<file path="src/rtl/procimg_pkg.sv">
package procimg_pkg;
    localparam int TLG_BYTES = 8;
    localparam int TLG_W     = 8 * TLG_BYTES;
    localparam int ADDR_W    = 6;
    localparam int DATA_W    = 32;
    localparam int CMP_N     = 2;
    localparam int CMP_STRIDE = 3;

    typedef struct packed {
        logic              stop;
        logic [CMP_N-1:0]  cmp_en;
        logic [CMP_N-1:0]  cmp_clr;
        logic              wr_req;
        logic [ADDR_W-1:0] wr_addr;
        logic [ADDR_W-1:0] rd_addr;
        logic [DATA_W-1:0] wr_data;
    } tlg_fields_t;

    typedef struct packed {
        logic              valid;
        tlg_fields_t       tlg;
        logic              prev_req;
        logic              stop;
        logic [CMP_N-1:0]  en;
        logic [CMP_N-1:0]  clr;
        logic [DATA_W-1:0] rd_data;
        logic              rd_abort;
        logic              wr_ack;
    } hdl_state_t;
endpackage

</file>
<file path="src/rtl/procimg_byteorder.sv">
module procimg_byteorder #(
    parameter int NBYTES = 8
) (
    input  logic                  swap,
    input  logic [8*NBYTES-1:0]   wire_bytes,
    output logic [8*NBYTES-1:0]   ord_bytes
);
    // Logical byte k comes from wire offset k, or from offset NBYTES-1-k when swapped.
    for (genvar k = 0; k < NBYTES; k++) begin : g_byte
        assign ord_bytes[8*k +: 8] = swap ? wire_bytes[8*(NBYTES-1-k) +: 8]
                                          : wire_bytes[8*k +: 8];
    end
endmodule

</file>
<file path="src/rtl/procimg_field_decode.sv">
module procimg_field_decode
    import procimg_pkg::*;
(
    input  logic [TLG_W-1:0] tbytes,
    output tlg_fields_t      fields
);
    localparam int B_STOP = 0;
    localparam int B_CMP  = 1;
    localparam int B_WCTL = 2;
    localparam int B_RADR = 3;
    localparam int B_DATA = 4;

    always_comb begin
        fields.stop = tbytes[8*B_STOP + 7];
        for (int i = 0; i < CMP_N; i++) begin
            fields.cmp_en[i]  = tbytes[8*B_CMP + CMP_STRIDE*i];
            fields.cmp_clr[i] = tbytes[8*B_CMP + CMP_STRIDE*i + 1];
        end
        fields.wr_req  = tbytes[8*B_WCTL + 7];
        fields.wr_addr = tbytes[8*B_WCTL +: ADDR_W];
        fields.rd_addr = tbytes[8*B_RADR +: ADDR_W];
        fields.wr_data = tbytes[8*B_DATA +: DATA_W];
    end

    // Spare bits of the control bytes carry no meaning.
    logic unused_spare;
    assign unused_spare = ^{tbytes[8*B_STOP +: 7], tbytes[8*B_CMP + 2],
                            tbytes[8*B_CMP + 5 +: 3], tbytes[8*B_WCTL + 6],
                            tbytes[8*B_RADR + 6 +: 2]};
endmodule

</file>
<file path="src/rtl/procimg_regbank.sv">
module procimg_regbank #(
    parameter int NUM_REGS = 16,
    parameter int ADDR_W   = 6,
    parameter int DATA_W   = 32
) (
    input  logic              clk,
    input  logic              rst,
    input  logic              wr_en,
    input  logic [ADDR_W-1:0] wr_addr,
    input  logic [DATA_W-1:0] wr_data,
    input  logic [ADDR_W-1:0] rd_addr,
    output logic [DATA_W-1:0] rd_data,
    output logic              rd_hit
);
    localparam int IDX_W = (NUM_REGS > 1) ? $clog2(NUM_REGS) : 1;
    localparam logic [ADDR_W:0] LIMIT = (ADDR_W+1)'(NUM_REGS);

    logic [DATA_W-1:0] regs_q [NUM_REGS];
    logic [DATA_W-1:0] regs_d [NUM_REGS];
    logic              wr_hit;

    assign wr_hit = ({1'b0, wr_addr} < LIMIT);
    assign rd_hit = ({1'b0, rd_addr} < LIMIT);

    always_comb begin
        regs_d = regs_q;
        if (wr_en && wr_hit) begin
            regs_d[wr_addr[IDX_W-1:0]] = wr_data;
        end
        rd_data = rd_hit ? regs_q[rd_addr[IDX_W-1:0]] : '0;
    end

    always_ff @(posedge clk) begin
        if (rst) begin
            for (int i = 0; i < NUM_REGS; i++) regs_q[i] <= '0;
        end else begin
            regs_q <= regs_d;
        end
    end
endmodule

</file>
<file path="src/rtl/procimg_cmpgate.sv">
module procimg_cmpgate #(
    parameter int N = 2
) (
    input  logic [N-1:0] en,
    input  logic [N-1:0] rel_raw,
    input  logic [N-1:0] sts_raw,
    input  logic [N-1:0] flag_raw,
    output logic [N-1:0] rel,
    output logic [N-1:0] sts,
    output logic [N-1:0] flag
);
    for (genvar x = 0; x < N; x++) begin : g_cmp
        assign rel[x]  = en[x] & rel_raw[x];
        assign sts[x]  = en[x] & sts_raw[x];
        assign flag[x] = en[x] & flag_raw[x];
    end
endmodule

</file>
<file path="src/rtl/procimg_reg_access.sv">
module procimg_reg_access
    import procimg_pkg::*;
#(
    parameter int NUM_REGS = 16
) (
    input  logic        clk,
    input  logic        rst,
    input  logic        order_rev,
    input  logic        tlg_valid,
    input  logic [63:0] tlg_data,
    input  logic [1:0]  cmp_rel_raw,
    input  logic [1:0]  cmp_sts_raw,
    input  logic [1:0]  cmp_flag_raw,
    output logic        enc_stop,
    output logic [1:0]  cmp_en,
    output logic [1:0]  cmp_clr,
    output logic [1:0]  cmp_rel,
    output logic [1:0]  cmp_sts,
    output logic [1:0]  cmp_flag,
    output logic [31:0] rsp_rd_data,
    output logic        rsp_rd_abort,
    output logic        rsp_wr_ack
);
    logic [TLG_W-1:0]  ord_bytes;
    tlg_fields_t       dec_fields;
    hdl_state_t        st_d, st_q;
    logic              wr_en;
    logic [DATA_W-1:0] bank_rd_data;
    logic              bank_rd_hit;

    procimg_byteorder #(.NBYTES(TLG_BYTES)) u_order (
        .swap       (order_rev),
        .wire_bytes (tlg_data),
        .ord_bytes  (ord_bytes)
    );

    procimg_field_decode u_decode (
        .tbytes (ord_bytes),
        .fields (dec_fields)
    );

    // Edge-triggered write: only a 0->1 change of the request across processed telegrams.
    assign wr_en = st_q.valid && st_q.tlg.wr_req && !st_q.prev_req;

    procimg_regbank #(
        .NUM_REGS (NUM_REGS),
        .ADDR_W   (ADDR_W),
        .DATA_W   (DATA_W)
    ) u_bank (
        .clk     (clk),
        .rst     (rst),
        .wr_en   (wr_en),
        .wr_addr (st_q.tlg.wr_addr),
        .wr_data (st_q.tlg.wr_data),
        .rd_addr (st_q.tlg.rd_addr),
        .rd_data (bank_rd_data),
        .rd_hit  (bank_rd_hit)
    );

    always_comb begin
        st_d       = st_q;
        st_d.valid = tlg_valid;
        if (tlg_valid) begin
            st_d.tlg = dec_fields;
        end
        if (st_q.valid) begin
            st_d.stop     = st_q.tlg.stop;
            st_d.en       = st_q.tlg.cmp_en;
            st_d.clr      = st_q.tlg.cmp_clr;
            st_d.rd_data  = bank_rd_hit ? bank_rd_data : '0;
            st_d.rd_abort = !bank_rd_hit;
            st_d.wr_ack   = st_q.tlg.wr_req;
            st_d.prev_req = st_q.tlg.wr_req;
        end
    end

    always_ff @(posedge clk) begin
        if (rst) st_q <= '0;
        else     st_q <= st_d;
    end

    assign enc_stop     = st_q.stop;
    assign cmp_en       = st_q.en;
    assign cmp_clr      = st_q.clr;
    assign rsp_rd_data  = st_q.rd_data;
    assign rsp_rd_abort = st_q.rd_abort;
    assign rsp_wr_ack   = st_q.wr_ack;

    procimg_cmpgate #(.N(CMP_N)) u_gate (
        .en       (st_q.en),
        .rel_raw  (cmp_rel_raw),
        .sts_raw  (cmp_sts_raw),
        .flag_raw (cmp_flag_raw),
        .rel      (cmp_rel),
        .sts      (cmp_sts),
        .flag     (cmp_flag)
    );

    // aborted reads never carry data
    a_r9_abort_zero_data: assert property (@(posedge clk) disable iff (rst)
        rsp_rd_abort |-> (rsp_rd_data == '0));

    // without a captured telegram the registered outputs hold
    a_r1_hold_without_strobe: assert property (@(posedge clk) disable iff (rst)
        !st_q.valid |=> ($stable(enc_stop) && $stable(cmp_en) && $stable(cmp_clr)
                         && $stable(rsp_rd_data) && $stable(rsp_wr_ack)));

    // a bank write is always preceded by a strobe
    a_r6_write_needs_strobe: assert property (@(posedge clk) disable iff (rst)
        wr_en |-> $past(tlg_valid));

    // acknowledge only rises when a telegram was being processed
    a_r7_ack_from_telegram: assert property (@(posedge clk) disable iff (rst)
        $rose(rsp_wr_ack) |-> $past(st_q.valid));

    // the cycle after reset shows cleared controls
    a_r10_reset_clears: assert property (@(posedge clk)
        $past(rst) |-> (!enc_stop && cmp_en == '0 && cmp_clr == '0 && !rsp_wr_ack
                        && rsp_rd_data == '0 && !rsp_rd_abort));

    // disabled comparators report nothing
    for (genvar x = 0; x < CMP_N; x++) begin : g_gate_chk
        a_r5_gate_disabled: assert property (@(posedge clk) disable iff (rst)
            !cmp_en[x] |-> (!cmp_rel[x] && !cmp_sts[x] && !cmp_flag[x]));
    end
endmodule

</file>
<file path="config.mk">
export PLATFORM = sky130hd
export DESIGN_NAME = procimg_reg_access
export DESIGN_NICKNAME = d
export VERILOG_FILES = /design/src/rtl/procimg_pkg.sv /design/src/rtl/procimg_byteorder.sv /design/src/rtl/procimg_field_decode.sv /design/src/rtl/procimg_regbank.sv /design/src/rtl/procimg_cmpgate.sv /design/src/rtl/procimg_reg_access.sv
export SDC_FILE = /design/constraint.sdc
export NUM_CORES = 1
export LEC_CHECK = 0
export BUFFER_PORTS_ARGS = -buffer_cell sky130_fd_sc_hd__buf_4
export CELL_PAD_IN_SITES_DETAIL_PLACEMENT = 1
export CELL_PAD_IN_SITES_GLOBAL_PLACEMENT = 2
export CORE_AREA = 2 2 249 251
export DETAILED_ROUTE_END_ITERATION = 10
export DIE_AREA = 0 0 251 253
export PLACE_DENSITY = 0.86
export REMOVE_ABC_BUFFERS = 1
export SYNTH_ARGS = -nofsm -noshare
export SYNTH_HDL_FRONTEND = slang
export SYNTH_SLANG_ARGS = --single-unit
</file>
<file path="constraint.sdc">
create_clock -name clk -period 3.1 [get_ports clk]
set_input_delay 0.31 -clock clk [delete_from_list [all_inputs] [get_ports clk]]
set_output_delay 0.31 -clock clk [all_outputs]
set_load 0.05 [all_outputs]
</file>
; ---- Yosys cells after proc, flatten, opt, wreduce, memory -nomap -nowiden
; Index checks and enable logic that the tools add are counted.
[word_totals]
ff_bits = 602
input_bits = 74
output_inout_bits = 45
elab_cells = 64
[classes]
n_lt_le_gt_ge = 5
muxes = 15
bitwise_logic = 8
reduce_logical = 6
[ops]
columns = cell, n
row1 = $bwmux 512, 1
row2 = $bmux 32 s4, 1
row3 = $demux 32 s4, 1
row4 = $mux 32, 4
row5 = $mux 8, 6
row6 = $lt 6x5->1 const B, 2
row7 = $ge 5x5->1 const B, 2
row8 = $not 4->5, 2
row9 = $and 1x1->1, 6
row10 = $mux 6, 1
row11 = $lt 5x1->1 const B, 1
row12 = $mux 5, 1
row13 = $logic_and 1x1->1, 4
row14 = $logic_not 1->1, 2

; ---- Longest topological paths before layout
; Gate-level depths: netlist of run 1.
[depth]
ltp_word = 6
depth_mapped = 8

; ---- By module
; Synthesis of run 1 repeated with hierarchy kept, for this count alone.
[unflattened]
hier_cells = 3359
hier_area_um2 = 27289.9
[modules_own_cells]
columns = mod, instances, cells_per_inst, area_each_um2
row1 = procimg_regbank, 1, 2865, 22163.8
row2 = procimg_reg_access, 1, 367, 3636.0
row3 = procimg_byteorder, 1, 71, 1077.3
row4 = procimg_field_decode, 1, 50, 375.4
row5 = procimg_cmpgate, 1, 6, 37.5

; ---- Least setup slack after synthesis of run 1
; Ideal clock, no wire load.
[synth_timing]
path_type = register to register
from = register, netlist name rsp_wr_ack
to = register u_bank.regs_q[100] in the netlist's numbering
setup_time_ns = 0.128
arrival_ns = 1.785
required_ns = 2.972
setup_slack_ns = 1.188
path_stages_with_launch = 7
n_path_buf = 2
cell_sequence = dfxtp_1 > inv_2 > buf_4 > nand4_4 > buf_6 > mux2i_1 > nor2_1
[synth_lines]
columns = element, line
row1 = to (signal assigned), procimg_regbank.sv:37  ; regs_q <= regs_d;
row2 = to (decl), procimg_regbank.sv:18  ; logic [DATA_W-1:0] regs_q [NUM_REGS];

==> results of run 1 <==
## flip-flops by register name, summed over array words and instances (netlist names)
name / flops
enc_stop: 1
rsp_wr_ack: 1
rsp_rd_abort: 1
cmp_en: 2
st_q: 51
u_bank.regs_q: 512
cmp_clr: 2
rsp_rd_data: 32
## per-stage QoR
step	utilization (%)	hold WS [ns]	setup WS [ns]
global placement	45.0	0.437	0.917
detailed placement	45.0	0.446	0.840
floorplan	-	0.379	-3.07
global route	48.4	0.0849	0.673
CTS	48.4	0.0515	0.818
finish	48.4	0.0746	0.806
## area by class of cell
class / count / area, µm² / area share, %
Tap cell: 790 / 988 / 3.34
Sequential cell: 602 / 12100 / 40.8
Timing Repair Buffer: 178 / 1560 / 5.27
Clock inverter: 10 / 109 / 0.368
Clock buffer: 104 / 2020 / 6.83
Multi-Input combinational cell: 1717 / 12800 / 43.4
Inverter: 2 / 7.51 / 0.0254
## cell families after synthesis
logic type             count (synthesis)  synth area share [%]
AND/OR/NAND/NOR                      811                  12.8
flip-flops                           602                  45.5
multiplexers                         600                  28.0
buffers and inverters                309                  6.24
AO/OA/AOI/OAI                        306                  7.55
## final timing paths
kind	from	endpoint	slack [ns]	cells past startpoint
hold / removal	tlg_data[11]	st_q[88]	0.07	3
hold reg to reg	u_bank.regs_q[316]	u_bank.regs_q[316]	0.45	2
setup / recovery	rsp_wr_ack	u_bank.regs_q[116]	0.81	5
setup reg to reg	rsp_wr_ack	u_bank.regs_q[116]	0.81	5
## critical path, delay by kind of cell (launching register included)
family / cells / cell delay, ns
buffers and inverters: 2 / 0.84
muxes: 1 / 0.20
and+or+nand+nor: 2 / 0.65
DFF: 1 / 0.45
## power groups by stage
stage / combinational [mW] / sequential [mW] / clock (mW)
CTS: 0.902 / 8.04 / 7.96
global route: 0.954 / 8.05 / 8.29
floorplan: 0.364 / 8.22 / 0
detailed placement: 0.901 / 8.21 / 0
finish: 0.896 / 8.04 / 7.80
global placement: 0.887 / 8.20 / 0
## synth_stat cells (all sizes together) (2+ instances only)
library cell / n / share of area [%]
o211ai: 32 / 0.91
buf: 152 / 4.0
a21oi: 160 / 3.0
and3b: 3 / 0.099
nor3b: 3 / 0.14
nor2: 411 / 5.8
nand3: 2 / 0.038
dfxtp: 602 / 45
and2: 8 / 0.19
clkbuf: 155 / 2.2
mux2i: 472 / 18
a211oi: 51 / 1.4
nor2b: 3 / 0.071
nor4: 4 / 0.32
mux4: 96 / 8.8
mux2: 32 / 1.4
nand2: 353 / 5.0
a22oi: 63 / 2.2
nand4: 16 / 0.78
inv: 2 / 0.028
## metal layers
metal / GRT usage, % / vias to the layer above / wire length (µm)
met4: 7.38 / 0 / 1850
li1: - / 8943 / -
met3: 3.20 / 136 / 2890
met1: 30.1 / 9785 / 33400
met2: 42.0 / 376 / 37600
met5: 0 / - / 0
==> results by group, run 1 <==
Run status
  – Result of the run: finished, final reports clean

Yosys
  – Yosys warnings: 0
  – Syn_area_per_cell: approximately 10 µm²
  – Synthesized area: around 26000 µm²
  – Register bit count reported by yosys: ~600
  – Number of enable-type register cells in the synthesized netlist: 0
  – Seq/Total Area, Yosys: between 40% and 50%
  – Most frequently used flop master after synthesis: sky130_fd_sc_hd__dfxtp_1
  – Gate count of the mapped netlist: between 2000 and 3000
  – Async S/R FF share, synth: 0%
  – Count of distinct cell types in the synthesized netlist: 35

Placed design
  – Final HPWL DP: 46.1 mm
  – Cell Area, Placed: about 27000 µm²
  – DP Cell Count: roughly 3300
  – Port buffer count: ~120
  – Routability Congestion: 0.746

Power and ir drop
  – Share of total power in the clock network: ~47%
  – Power density relative to cell area: between 500 and 600 nW/µm²
  – Reported net switching power: between 3 and 4 mW
  – Proportion of total power due to net switching: between 20% and 30%
  – Internal portion of total power: around 13 mW
  – Leak Pwr: roughly 14 nW
  – Sequential fraction of design power: 48.0%
  – Overall power of the completed layout: between 15 and 20 mW
  – Combinational fraction of design power: approximately 5.4%
  – Max VDD drop: around 0.00036 V

Route
  – Number of DRC markers after the initial detailed-route iteration: 994
  – Number of vias per cell: between 5 and 6
  – Total vias in the final route: 19200
  – Number of antenna-violating nets in the routed design: 0
  – Sum of routed wire length over all layers: between 70 and 80 mm
  – Number of design rule violations left after detail routing: 0
  – Detailed-routing iteration count for the pre-antenna-repair pass: 5
  – Wire length per cell after detailed routing: ~22 µm

Floorplan
  – Die Ht: 253 µm
  – Core region area: ~60000 µm²
  – Number of rows in the core area: 91
  – Initial Utilization: a little over two fifths
  – Die Width: about 250 µm
  – I/O pin count: ~120
  – Die ar.: ~64000 µm²

Flow run
  – Max cap viols: 0

CTS
  – Number of levels in the clock H-tree: 3
  – Number of sinks driven by the clock tree: 602
  – Maximum count of clock buffers along a single path: 3
  – Post-cts repair resize count: 0
  – CTS Hold Bufs: 0
  – Clock insertion delay at the later pin of the skew report: around 0.6 ns
  – CTS tree: built
  – Worst-path clk slew: 0.06 ns
  – Clock buffers created by TritonCTS: 67
  – Root Driver: sky130_fd_sc_hd__clkbuf_16
  – Post-CTS Setup Repair Bufs: 0

Timing
  – Final hold violation count: 0
  – Slew headroom: between 10% and 20%
  – Setup TNS Final: 0 ns
  – Worst-case clock skew: 0.0245 ns
  – Unrepaired setup endpoints after global routing: false
  – Final min period: about 2.3 ns
  – Number of failing setup endpoints in the final timing report: 0
  – Share of the clock period used by the worst path: 74.0%
  – Least-Margin Pin Slew: around 1.2 ns
  – Timing-limited maximum frequency: between 0.4 and 0.5 GHz
  – Max Slew Vio Count: 0

Critical path
  – Req. time, crit path: ~3.6 ns
  – Delay of the slowest cell on the worst path: 0.59 ns
  – Endpoint kind of the worst setup timing path: register
  – Sort of element at the start of the critical path: register
  – Worst Setup Path Type: reg -> reg
  – Arrival time at the worst endpoint: roughly 2.7 ns
  – Cell-by-cell listing of the critical path: inv_2 > nand4_4 > buf_4 > mux2i_1 > nor2_1
  – Master of the slowest instance on the critical path: sky130_fd_sc_hd__nand4_4
  – Maximum fanout along the worst path: 18

Finish
  – Count of non-filler cells in the finished layout: around 3400
  – Final Instance Area: a little under 30000 µm²
  – NumNets Final: approximately 2600
  – Number of fill cells in the layout: 6664
  – Layout-stage area growth over the synthesis result: 11.6%
  – Commonest non-fill, non-tap cells in the layout: sky130_fd_sc_hd__dfxtp_1, sky130_fd_sc_hd__mux2i_1, sky130_fd_sc_hd__nor2_1
  – Count of antenna diodes in the layout: 0
  – Share of final-layout standard cells stronger than drive strength 1: between 10% and 20%
  – Most common cell after layout, fill and taps aside: sky130_fd_sc_hd__dfxtp_1

Hold path
  – Worst hold-check path type: in -> reg

GRT
  – Maximum number of pins on one net before global-route repair: ~230
  – Antenna violations before repair: 1
  – Overflow left after global routing: 0
  – Total routing usage reported by global routing: 23.8%
  – Vias in the first global route: 20700
  – Global-route wire length before repair: roughly 120 mm
Note: power is estimated with default switching activity, not from simulation.
==> run 2, diff against run 1 <==
--- a/config.mk
+++ b/config.mk
@@ -8,10 +8,10 @@
 export BUFFER_PORTS_ARGS = -buffer_cell sky130_fd_sc_hd__buf_4
 export CELL_PAD_IN_SITES_DETAIL_PLACEMENT = 1
 export CELL_PAD_IN_SITES_GLOBAL_PLACEMENT = 2
-export CORE_AREA = 2 2 249 251
+export CORE_AREA = 2 2 261 263
 export DETAILED_ROUTE_END_ITERATION = 10
-export DIE_AREA = 0 0 251 253
-export PLACE_DENSITY = 0.86
+export DIE_AREA = 0 0 263 265
+export PLACE_DENSITY = 0.79
 export REMOVE_ABC_BUFFERS = 1
 export SYNTH_ARGS = -nofsm -noshare
 export SYNTH_HDL_FRONTEND = slang
==> constraint.sdc (replaced) <==
create_clock -name clk -period 2.3 [get_ports clk]
set_input_delay 0.23 -clock clk [delete_from_list [all_inputs] [get_ports clk]]
set_output_delay 0.23 -clock clk [all_outputs]
set_load 0.05 [all_outputs]
==> run 2 against run 1 <==
Net effect:
- worst hold slack got worse by 0.055 ns
- maximum frequency rose by 10%
- clock power rose by 37%
- die area rose by 9.8%
- register-to-register slack got worse by 0.58 ns
- sequential share of layout area fell by 1.5 points
- clock skew fell by 0.0014 ns
- sequential power rose by 34%
- sequential cell count did not move
- final cell count rose by 5.4%
==> results by group, run 2 (synthesis results as in run 1) <==
Timing
  – Share of the clock period used by the worst path: between 90% and 100%
  – Slew headroom: 46.5%
  – Setup slack of the critical path after layout: about 0.22 ns
  – Timing-limited maximum frequency: slightly below 0.5 GHz
  – Least-Margin Pin Slew: between 0.8 and 0.9 ns
  – Worst-case clock skew: roughly 0.023 ns
  – Max Slew Vio Count: 0
  – Unrepaired setup endpoints after global routing: false
  – Final hold violation count: 0
  – Number of failing setup endpoints in the final timing report: 0
  – Setup TNS Final: 0 ns
  – Final min period: between 2 and 2.5 ns

CTS
  – CTS tree: built
  – Post-cts repair resize count: 0
  – Clock insertion delay at the later pin of the skew report: around 0.62 ns
  – Clock buffers created by TritonCTS: between 60 and 70
  – Post-CTS Setup Repair Bufs: 0
  – Root Driver: sky130_fd_sc_hd__clkbuf_16
  – Worst-path clk slew: around 0.06 ns
  – Number of sinks driven by the clock tree: 602
  – Maximum count of clock buffers along a single path: 3
  – Number of levels in the clock H-tree: 3

GRT
  – Vias in the first global route: approximately 21000
  – Global-route wire length before repair: about 130 mm
  – Total routing usage reported by global routing: about a quarter
  – Antenna violations before repair: 1
  – Overflow left after global routing: 0
  – Maximum number of pins on one net before global-route repair: 167

Power and ir drop
  – Leak Pwr: 14.0 nW
  – Combinational fraction of design power: 6.0%
  – Internal portion of total power: roughly 17 mW
  – Share of total power in the clock network: about 47%
  – Sequential fraction of design power: around 47%
  – Reported net switching power: 5.54 mW
  – Overall power of the completed layout: 22.9 mW
  – Proportion of total power due to net switching: 24.2%
  – Power density relative to cell area: 746 nW/µm²
  – Max VDD drop: about 0.00039 V

Floorplan
  – Die Width: about 260 µm
  – Die ar.: ~70000 µm²
  – Initial Utilization: between 30% and 40%
  – Number of rows in the core area: 95
  – Die Ht: between 200 and 300 µm
  – Core region area: around 67000 µm²
  – I/O pin count: ~120

Route
  – Number of vias per cell: roughly 5.5
  – Number of design rule violations left after detail routing: 0
  – Sum of routed wire length over all layers: between 80 and 90 mm
  – Detailed-routing iteration count for the pre-antenna-repair pass: 5
  – Total vias in the final route: between 15000 and 20000
  – Number of antenna-violating nets in the routed design: 0
  – Wire length per cell after detailed routing: about 23 µm
  – Number of DRC markers after the initial detailed-route iteration: about 1100

Critical path
  – Endpoint kind of the worst setup timing path: register
  – Sort of element at the start of the critical path: register
  – R2R Path End: u_bank.regs_q[429]
  – Critical path capture point: u_bank.regs_q[429]
  – Beginning of the critical path: st_q[79]
  – Arrival time at the worst endpoint: approximately 2.6 ns
  – Worst R2R Start: st_q[79]
  – Setup slack, reg-to-reg: approximately 0.22 ns
  – Maximum fanout along the worst path: 23
  – Reg2Reg Depth: 5
  – Worst Setup Path Type: reg -> reg
  – Req. time, crit path: 2.78 ns

Hold path
  – Worst hold-check path type: in -> reg
  – Cell depth of the worst hold path: 3

Placed design
  – Final HPWL DP: between 40 and 50 mm
  – Port buffer count: 118
  – Routability Congestion: approximately 0.75
  – Post-placement setup slack: ~0.25 ns
  – Cell Area, Placed: 27900 µm²

Finish
  – NumNets Final: 2737
  – Layout-stage area growth over the synthesis result: 15.9%
  – Number of fill cells in the layout: 7241
  – Max reg flops: between 500 and 600
  – Most common cell after layout, fill and taps aside: sky130_fd_sc_hd__dfxtp_1
  – Count of antenna diodes in the layout: 0
  – Register ranked first by flip-flop count: u_bank.regs_q
  – Share of final-layout standard cells stronger than drive strength 1: about 16%
  – Final Instance Area: between 30000 and 40000 µm²
  – Commonest non-fill, non-tap cells in the layout: sky130_fd_sc_hd__dfxtp_1, sky130_fd_sc_hd__mux2i_1, sky130_fd_sc_hd__nor2_1

Flow run
  – Max cap viols: 0

Run status
  – Result of the run: finished, final reports clean
run 2: stage by stage:
stage / util, % / cells / hold slack [ns]
final: 46.0 / 3587 / 0.0197
after global routing: 46.0 / 3587 / 0.0261
after CTS: 46.0 / 3587 / 0.000369
after detailed placement: 41.7 / 3402 / 0.445
after global placement: 41.7 / 3402 / 0.438
after floorplan: - / 2321 / 0.299
run 2: area by class of cell:
type	instances	area (µm²)	share of cell area, %
Clock buffer	101	2000	6.51
Clock inverter	20	183	0.595
Inverter	2	7.51	0.0245
Multi-Input combinational cell	1717	12800	41.8
Sequential cell	602	12100	39.3
Tap cell	873	1090	3.56
Timing Repair Buffer	272	2530	8.26
run 2: worst min path at each step:
| stage | start | to |
|---|---|---|
| after floorplan | rst | u_bank.regs_q[0] |
| after global placement | u_bank.regs_q[263] | u_bank.regs_q[263] |
| after detailed placement | u_bank.regs_q[313] | u_bank.regs_q[313] |
| after CTS | tlg_data[53] | st_q[61] |
| after global routing | tlg_data[7] | st_q[89] |
| final | tlg_data[4] | st_q[68] |
run 2: routing by layer:
layer,up-vias,global-route usage (%),routed length (µm)
met5,-,0,0
met4,0,8.28,2520
met3,150,2.84,2910
met2,403,39.8,39000
met1,10100,30.7,37200
li1,9143,-,-
run 2: timing repair:
item / in CTS / in global routing
hold buffers: 64 / 0
hold endpoints to repair: 38 / 0
endpoints found under the setup margin: 0 / 0
run 2: power by group through the flow:
stage	sequential, mW	clock, mW	combinational [mW]
global placement	11.0	0	1.26
detailed placement	11.0	0	1.28
finish	10.8	10.7	1.38
floorplan	11.1	0	0.491
global route	10.8	11.4	1.47
CTS	10.8	11.0	1.38
run 2: worst max-delay path, stage by stage, from the launching register on:
cell	delay, ns
sky130_fd_sc_hd__dfxtp_1	0.66
sky130_fd_sc_hd__nor3b_2	0.37
sky130_fd_sc_hd__nand4_1	0.18
sky130_fd_sc_hd__buf_4	0.39
sky130_fd_sc_hd__mux2i_1	0.26
sky130_fd_sc_hd__nor2_1	0.06
